`config.mk`:
```
export PLATFORM = sky130hd
export DESIGN_NAME = otp_prog_seq
export DESIGN_NICKNAME = d
export VERILOG_FILES = /design/src/rtl/otp_seq_pkg.sv /design/src/rtl/otp_step_timer.sv /design/src/rtl/otp_fail_capture.sv /design/src/rtl/otp_prog_seq.sv
export SDC_FILE = /design/constraint.sdc
export NUM_CORES = 1
export LEC_CHECK = 0
export ABC_AREA = 1
export BUFFER_PORTS_ARGS = -buffer_cell sky130_fd_sc_hd__clkbuf_2
export CAP_MARGIN = 20
export CORE_MARGIN = 5
export CORE_UTILIZATION = 49
export DETAILED_ROUTE_END_ITERATION = 6
export GPL_ROUTABILITY_DRIVEN = 0
export HOLD_SLACK_MARGIN = 0.03
export MAX_ROUTING_LAYER = met4
export PLACE_DENSITY = 0.72
export SETUP_SLACK_MARGIN = 0.3
export SYNTH_ARGS = -nofsm -noshare
export SYNTH_HDL_FRONTEND = slang
export SYNTH_SLANG_ARGS = --single-unit
```
`constraint.sdc`:
```
create_clock -name clk -period 5.6 [get_ports clk]
set_input_delay 1.12 -clock clk [delete_from_list [all_inputs] [get_ports clk]]
set_output_delay 1.12 -clock clk [all_outputs]
set_load 0.01 [all_outputs]
```
`src/rtl/otp_seq_pkg.sv`:
```
package otp_seq_pkg;

  typedef enum logic [3:0] {
    ST_IDLE,
    ST_VCC_UP,
    ST_VPP_UP,
    ST_PG_SETUP,
    ST_PG_PULSE,
    ST_PG_HOLD,
    ST_VF_READ,
    ST_VF_FLOAT,
    ST_VPP_DN,
    ST_VCC_DN,
    ST_FC_READ,
    ST_FC_FLOAT,
    ST_DONE
  } seq_state_e;

  typedef enum logic {
    PH_FIRST,
    PH_VERIFY
  } seq_phase_e;

  function automatic logic is_read_state(input seq_state_e s);
    return (s == ST_VF_READ) || (s == ST_FC_READ);
  endfunction

  function automatic logic is_drive_state(input seq_state_e s);
    return (s == ST_PG_SETUP) || (s == ST_PG_PULSE) || (s == ST_PG_HOLD);
  endfunction

  function automatic logic is_vpp_state(input seq_state_e s);
    return (s == ST_VPP_UP) || is_drive_state(s) ||
           (s == ST_VF_READ) || (s == ST_VF_FLOAT);
  endfunction

  function automatic logic is_vcc_state(input seq_state_e s);
    return is_vpp_state(s) || (s == ST_VCC_UP) || (s == ST_VPP_DN);
  endfunction

endpackage

```
`src/rtl/otp_step_timer.sv`:
```
module otp_step_timer #(
  parameter int CNT_W = 16
) (
  input  logic             clk,
  input  logic             rst_n,
  input  logic             clr_i,
  output logic [CNT_W-1:0] cnt_o
);
  localparam logic [CNT_W-1:0] CNT_MAX = '1;

  always_ff @(posedge clk or negedge rst_n) begin
    if (!rst_n)                 cnt_o <= '0;
    else if (clr_i)             cnt_o <= '0;
    else if (cnt_o != CNT_MAX)  cnt_o <= cnt_o + 1'b1;
  end

  assert_timer_restart_R3: assert property (@(posedge clk) disable iff (!rst_n)
    clr_i |=> (cnt_o == '0));

endmodule

```
`src/rtl/otp_fail_capture.sv`:
```
module otp_fail_capture #(
  parameter int ADDR_W = 3
) (
  input  logic              clk,
  input  logic              rst_n,
  input  logic              clear_i,
  input  logic              fail_ev_i,
  input  logic [ADDR_W-1:0] addr_i,
  input  logic              finish_i,
  output logic [ADDR_W-1:0] fail_addr_o,
  output logic              failed_o,
  output logic              pass_o
);
  logic finished_q;

  always_ff @(posedge clk or negedge rst_n) begin
    if (!rst_n) begin
      fail_addr_o <= '0;
      failed_o    <= 1'b0;
      finished_q  <= 1'b0;
    end else if (clear_i) begin
      fail_addr_o <= '0;
      failed_o    <= 1'b0;
      finished_q  <= 1'b0;
    end else begin
      if (fail_ev_i && !failed_o) begin
        fail_addr_o <= addr_i;
        failed_o    <= 1'b1;
      end
      if (finish_i) finished_q <= 1'b1;
    end
  end

  assign pass_o = finished_q && !failed_o;

  assert_first_fail_kept_R9: assert property (@(posedge clk) disable iff (!rst_n)
    (failed_o && !clear_i) |=> $stable(fail_addr_o));

endmodule

```
`src/rtl/otp_prog_seq.sv`:
```
module otp_prog_seq
  import otp_seq_pkg::*;
#(
  parameter int ADDR_W    = 3,
  parameter int DATA_W    = 8,
  parameter int T_RAIL    = 250,
  parameter int T_VPP     = 250,
  parameter int T_SETUP   = 250,
  parameter int T_PULSE   = 12500,
  parameter int T_HOLD    = 250,
  parameter int T_OE      = 19,
  parameter int T_FLOAT   = 17,
  parameter int MAX_RETRY = 10,
  parameter int RETRY_W   = $clog2(MAX_RETRY + 1)
) (
  input  logic               clk,
  input  logic               rst_n,
  input  logic               start_i,
  input  logic [DATA_W-1:0]  host_data_i,
  output logic [ADDR_W-1:0]  mem_addr_o,
  output logic [DATA_W-1:0]  mem_wdata_o,
  output logic               mem_wdata_oe_o,
  input  logic [DATA_W-1:0]  mem_rdata_i,
  output logic               mem_ce_n_o,
  output logic               mem_oe_n_o,
  output logic               vcc_prog_req_o,
  output logic               vpp_prog_req_o,
  output logic [RETRY_W-1:0] retry_cnt_o,
  output logic               busy_o,
  output logic               done_o,
  output logic               pass_o,
  output logic [ADDR_W-1:0]  fail_addr_o
);

  function automatic int max_of(input int a, input int b);
    return (a > b) ? a : b;
  endfunction

  localparam int T_MAX = max_of(max_of(max_of(T_RAIL, T_VPP), max_of(T_SETUP, T_PULSE)),
                                max_of(max_of(T_HOLD, T_OE), T_FLOAT));
  localparam int CNT_W = $clog2(T_MAX + 1) + 1;
  localparam logic [ADDR_W-1:0]  LAST_ADDR = '1;
  localparam logic [RETRY_W-1:0] RETRY_LIM = RETRY_W'(MAX_RETRY);

  function automatic logic [CNT_W-1:0] dwell(input seq_state_e s);
    case (s)
      ST_VCC_UP, ST_VPP_DN, ST_VCC_DN: return CNT_W'(T_RAIL);
      ST_VPP_UP:                       return CNT_W'(T_VPP);
      ST_PG_SETUP:                     return CNT_W'(T_SETUP);
      ST_PG_PULSE:                     return CNT_W'(T_PULSE);
      ST_PG_HOLD:                      return CNT_W'(T_HOLD);
      ST_VF_READ, ST_FC_READ:          return CNT_W'(T_OE);
      ST_VF_FLOAT, ST_FC_FLOAT:        return CNT_W'(T_FLOAT);
      default:                         return CNT_W'(1);
    endcase
  endfunction

  function automatic logic bytes_equal(input logic [DATA_W-1:0] a,
                                       input logic [DATA_W-1:0] b);
    return (a ^ b) == '0;
  endfunction

  seq_state_e         state_q, state_d;
  seq_phase_e         phase_q;
  logic [ADDR_W-1:0]  addr_q;
  logic [RETRY_W-1:0] retry_q;
  logic               match_q;
  logic               abort_q;
  logic [CNT_W-1:0]   tcnt;

  // named internal events
  logic ev_tmo, ev_start, ev_sample, ev_last, ev_give_up, ev_cmp_bad, ev_finish;
  logic fail_ev, failed;

  assign ev_tmo     = (tcnt == dwell(state_q) - 1'b1);
  assign ev_start   = (state_q == ST_IDLE) && start_i;
  assign ev_sample  = is_read_state(state_q) && ev_tmo;
  assign ev_last    = (addr_q == LAST_ADDR);
  assign ev_give_up = (state_q == ST_VF_FLOAT) && ev_tmo && !match_q && (retry_q == RETRY_LIM);
  assign ev_cmp_bad = (state_q == ST_FC_FLOAT) && ev_tmo && !match_q;
  assign ev_finish  = (state_d == ST_DONE) && (state_q != ST_DONE);
  assign fail_ev    = ev_give_up || ev_cmp_bad;

  always_comb begin
    state_d = state_q;
    case (state_q)
      ST_IDLE:     if (start_i) state_d = ST_VCC_UP;
      ST_VCC_UP:   if (ev_tmo) state_d = ST_VPP_UP;
      ST_VPP_UP:   if (ev_tmo) state_d = ST_PG_SETUP;
      ST_PG_SETUP: if (ev_tmo) state_d = ST_PG_PULSE;
      ST_PG_PULSE: if (ev_tmo) state_d = ST_PG_HOLD;
      ST_PG_HOLD:
        if (ev_tmo) state_d = (phase_q == PH_FIRST && !ev_last) ? ST_PG_SETUP : ST_VF_READ;
      ST_VF_READ:  if (ev_tmo) state_d = ST_VF_FLOAT;
      ST_VF_FLOAT:
        if (ev_tmo) begin
          if (match_q)         state_d = ev_last ? ST_VPP_DN : ST_VF_READ;
          else if (ev_give_up) state_d = ST_VPP_DN;
          else                 state_d = ST_PG_SETUP;
        end
      ST_VPP_DN:   if (ev_tmo) state_d = ST_VCC_DN;
      ST_VCC_DN:   if (ev_tmo) state_d = abort_q ? ST_DONE : ST_FC_READ;
      ST_FC_READ:  if (ev_tmo) state_d = ST_FC_FLOAT;
      ST_FC_FLOAT: if (ev_tmo) state_d = ev_last ? ST_DONE : ST_FC_READ;
      ST_DONE:     state_d = ST_IDLE;
      default:     state_d = ST_IDLE;
    endcase
  end

  always_ff @(posedge clk or negedge rst_n) begin
    if (!rst_n) begin
      state_q <= ST_IDLE;
      phase_q <= PH_FIRST;
      addr_q  <= '0;
      retry_q <= '0;
      match_q <= 1'b0;
      abort_q <= 1'b0;
    end else begin
      state_q <= state_d;
      if (ev_sample) match_q <= bytes_equal(mem_rdata_i, host_data_i);
      case (state_q)
        ST_IDLE:
          if (start_i) begin
            phase_q <= PH_FIRST;
            addr_q  <= '0;
            retry_q <= '0;
            abort_q <= 1'b0;
          end
        ST_PG_HOLD:
          if (ev_tmo && phase_q == PH_FIRST) begin
            if (ev_last) begin
              phase_q <= PH_VERIFY;
              addr_q  <= '0;
            end else begin
              addr_q  <= addr_q + 1'b1;
            end
          end
        ST_VF_FLOAT:
          if (ev_tmo) begin
            if (match_q) begin
              retry_q <= '0;
              if (!ev_last) addr_q <= addr_q + 1'b1;
            end else if (ev_give_up) begin
              abort_q <= 1'b1;
            end else begin
              retry_q <= retry_q + 1'b1;
            end
          end
        ST_VCC_DN:
          if (ev_tmo) begin
            addr_q  <= '0;
            retry_q <= '0;
          end
        ST_FC_FLOAT:
          if (ev_tmo && !ev_last) addr_q <= addr_q + 1'b1;
        default: ;
      endcase
    end
  end

  otp_step_timer #(.CNT_W(CNT_W)) u_timer (
    .clk   (clk),
    .rst_n (rst_n),
    .clr_i (state_d != state_q),
    .cnt_o (tcnt)
  );

  otp_fail_capture #(.ADDR_W(ADDR_W)) u_fail (
    .clk         (clk),
    .rst_n       (rst_n),
    .clear_i     (ev_start),
    .fail_ev_i   (fail_ev),
    .addr_i      (addr_q),
    .finish_i    (ev_finish),
    .fail_addr_o (fail_addr_o),
    .failed_o    (failed),
    .pass_o      (pass_o)
  );

  assign mem_addr_o     = addr_q;
  assign mem_wdata_o    = host_data_i;
  assign mem_wdata_oe_o = is_drive_state(state_q);
  assign mem_ce_n_o     = (state_q != ST_PG_PULSE);
  assign mem_oe_n_o     = !is_read_state(state_q);
  assign vpp_prog_req_o = is_vpp_state(state_q);
  assign vcc_prog_req_o = is_vcc_state(state_q);
  assign retry_cnt_o    = retry_q;
  assign busy_o         = (state_q != ST_IDLE);
  assign done_o         = (state_q == ST_DONE);

  // pulse-width window kept with a counter
  logic [CNT_W-1:0] pw_cnt;
  always_ff @(posedge clk or negedge rst_n) begin
    if (!rst_n)           pw_cnt <= '0;
    else if (!mem_ce_n_o) pw_cnt <= pw_cnt + 1'b1;
    else                  pw_cnt <= '0;
  end

  assert_pulse_width_R3: assert property (@(posedge clk) disable iff (!rst_n)
    ($rose(mem_ce_n_o)) |-> (pw_cnt == CNT_W'(T_PULSE)));
  assert_pulse_bus_R3: assert property (@(posedge clk) disable iff (!rst_n)
    (!mem_ce_n_o) |-> (mem_oe_n_o && mem_wdata_oe_o && vpp_prog_req_o));
  assert_addr_stable_R3: assert property (@(posedge clk) disable iff (!rst_n)
    (!mem_ce_n_o && !$fell(mem_ce_n_o)) |-> $stable(mem_addr_o));
  assert_vpp_needs_vcc_R2: assert property (@(posedge clk) disable iff (!rst_n)
    vpp_prog_req_o |-> vcc_prog_req_o);
  assert_no_drive_on_read_R6: assert property (@(posedge clk) disable iff (!rst_n)
    (!mem_oe_n_o) |-> !mem_wdata_oe_o);
  assert_retry_bound_R7: assert property (@(posedge clk) disable iff (!rst_n)
    retry_cnt_o <= RETRY_LIM);
  assert_give_up_stops_R8: assert property (@(posedge clk) disable iff (!rst_n)
    ev_give_up |=> (!vpp_prog_req_o && mem_ce_n_o));
  assert_done_single_R10: assert property (@(posedge clk) disable iff (!rst_n)
    done_o |=> (!done_o && !busy_o));
  assert_fail_reported_R8: assert property (@(posedge clk) disable iff (!rst_n)
    (done_o && failed) |-> !pass_o);

endmodule

```
==> results.md <==
* H-tree Lvls at 2
* Final #Nets at 538
* Gr ovfl total at 0
* DR DRC count at 0
* Netlist cell types at 39
* Global-route wire length before repair at 14,200 um
* Vias at 3,251
* Die Ht at 90.5 um
* GRT Resource Usage Total at between 20% and 30%
* TNS Setup at 0 ps
* Share of the synthesized area in the top cell type at 26.8%
* Commonest non-fill, non-tap cell in the layout: nand2_1
* Final min period at 3860 ps
* Io pins at 45
* Top post-synthesis cells by area: dfrtp_1 27%, nand2_1 16%, nand3_1 6.8%
* FMAX at approximately 260 MHz
* Maximum clock skew at final layout at 9.92 ps
* Worst r2r src: state_q[0]$_DFF_PN0_
* Yosys top cell by area: dfrtp_1
* Avg Inst Size Synth at 6.76 sq um
* Cts bufs inserted at 5
* Fillcell total at 630
* Leak pwr at 1.77 nW
* FF+latch area at 851 sq um
* Routed WL per cell at 14.1 um
* Number of synthesized register bits at 34
* Asr flop ratio synth at between 90% and 100%
* Hold Fails Final Rpt at 0
* Largest net degree at the start of global routing at 35
* Hpwl dp at 6670 um
* Vias per cell at 5.56
* Max-slew violations at 0
* Post-CTS resize count at 0
* Worst path required time at ~5800 ps
* Critical R2R Capture: u_timer.cnt_o[1]$_DFFE_PN0P_
* Worst reg-to-reg setup slack at 1740 ps
* Worst-path clk slew at roughly 80 ps
* Slew HR at between 40% and 50%
* Port Buffer Count at 44
* First DRT Iteration DRCs at 193
* Initial antenna violation count at 0
* Hold/Removal Path Class: register to register
* Crit share post-route at 68.9%
* CP endpoint kind: register
* Die width at 90.5 um
* CTS Sinks at 34
* Min Hold Slack at 498 ps
* Core outline area at between 6000 and 7000 sq um
* Placed cell area at 3370 sq um
* Routed wire length at a little over 8000 um
* Final setup viols at 0
* Post-Syn Instances at 470
* Root buffer cell: clkbuf_8
* Setup Fix Bufs, Post-CTS at 0
* Post-cts hold buffer count at 0
* Antenna diode count at 0
* Crit path max fanout at 15
* Worst reg2reg path depth at 23
* Starting Density at 50.3%
* Layout area overhead at 9.13%
* Crit path capture: u_timer.cnt_o[1]$_DFFE_PN0P_
* Max capacitance violation total at 0
* RSZ-0062 raised after global routing: no
* Power per cell area at 135 nW/um^2
* CTS tree: yes
* Startpoint types: register
* Share of post-route cells with drive strength above 1 at 18.7%
* Status: complete, no violations
* Cell Rows at 29
* Most frequent cells in the layout: 134 x nand2_1, 57 x inv_1, 48 x nor2_1, 44 x clkbuf_2, 43 x nand3_1
* Multi-input gate area at 1970 sq um
* Main flop type after synthesis: dfrtp_1
* Seq/Total Area, Yosys at 26.8%
* Die area at roughly 8200 sq um
* Tot Pwr at 0.000469 W
* Vias in the first global route at 3,153
* HP Start: u_fail.fail_addr_o[1]$_DFFE_PN0P_
* Post-route cell area at 3470 sq um
* Worst Setup Path Type: register to register
* Ys Warns at 0
* Worst IR drop on VDD at 117 uV
* Clk Latency, worst-skew pair at 290 ps
* WP data arrival at about 4100 ps
* Worst Max-Slew Pin Slew at slightly below 900 ps
* Clock Path Buffers at 2
* Net Count, Synth at approximately 500
* Worst Setup SP: state_q[0]$_DFF_PN0_
* Post-synth EDFFs at 0
* Drt first pass iters at 5
* Area of the mapped netlist at 3180 sq um
* Post-DRT Antenna Nets at 0
-- state kept, by name, indices dropped and copies added (netlist names) --
signal / count
u_fail.failed_o: 1
mem_addr_o: 3
u_timer.cnt_o: 15
abort_q: 1
u_fail.fail_addr_o: 3
match_q: 1
phase_q: 1
retry_cnt_o: 4
u_fail.finished_q: 1
state_q: 4
-- kinds of logic (layout without fill, tap and decap cells) --
family	after synthesis	in the layout	share of synthesized area (%)
compound gates	44	44	8.39
xor+xnor	16	16	4.41
fa+ha+maj	12	12	4.72
buf+inv	76	114	11.1
flops	34	34	26.8
mux	1	1	0.315
simple gates	287	287	44.3
-- power breakdown --
part,internal [W],leakage [nW],switching [W]
clock,0.0000989,0.0472,0.0000977
sequential,0.000246,0.417,0.000000469
combinational,0.0000114,1.30,0.0000146
-- critical path: stages, from the launching register on --
cell      delay (ps)
dfrtp_1          470
inv_1            220
ha_1             310
inv_1            110
nand2_1          110
nand2_4           80
a21boi_0         190
ha_1             330
nand4_1          160
nand3_1          160
nand2_1           70
a21oi_1          120
nand2_1           70
nor2_1            80
nand3_1          140
nor2_4           180
nand2_1           80
nand2_1           80
nand3_1           70
nand2_1          120
nand2_2           90
nand2_2           90
nand3_4          200
nor3_1           240
-- synthesized netlist by cell type (2+ instances only) --
library cell and count:
o21ai_0 15, buf_4 8, nand3_4 4, nand2_4 4, nor2_2 2, o41ai_1 2, inv_1 57, nor2_4 3
nor4_1 2, buf_6 5, dfrtp_1 34, nand3_1 43, xnor2_1 10, nor3_1 12, nand4_1 12, nand2_1 134
a21oi_1 12, nor3_2 10, inv_2 5, xor2_1 6, nor2_1 48, a32o_1 2, nand2_2 11, o22ai_1 3
ha_1 12
-- per-stage QoR --
| stage | setup WS (ps) | cells | util, % |
|---|---|---|---|
| 6_report | 1740 | 585 | 54.9 |
| 2_1_floorplan | 2380 | 470 | - |
| 3_3_place_gp | 1960 | 577 | 53.4 |
| 3_5_place_dp | 1790 | 577 | 53.4 |
| 4_1_cts | 1770 | 585 | 54.9 |
| 5_1_grt | 1260 | 585 | 54.9 |
-- how the worst min path moves through the flow --
stage               depth (start not counted)                                 to  slack (ps)
floorplan                                   2        u_fail.failed_o$_DFFE_PN0P_         490
global placement                            1  u_fail.fail_addr_o[1]$_DFFE_PN0P_         480
detailed placement                          1  u_fail.fail_addr_o[1]$_DFFE_PN0P_         480
CTS                                         1  u_fail.fail_addr_o[1]$_DFFE_PN0P_         500
global route                                1  u_fail.fail_addr_o[1]$_DFFE_PN0P_         530
finish                                      1  u_fail.fail_addr_o[1]$_DFFE_PN0P_         500
-- layer usage --
metal / vias up / wire, um / GRT usage, %
met5: - / 0 / -
met2: 142 / 3910 / 34.4
met4: 0 / 280 / 10.0
li1: 1587 / - / -
met1: 1490 / 3630 / 25.6
met3: 32 / 451 / 3.17
-- layout make-up --
cell class	instances	share of cell area, %
Clock buffer	6	2.38
Clock inverter	2	0.361
Inverter	62	6.71
Multi-Input combinational cell	360	56.9
Sequential cell	34	24.5
Tap cell	77	2.78
Timing Repair Buffer	44	6.35
No activity file was read; power rests on OpenSTA's default activity.
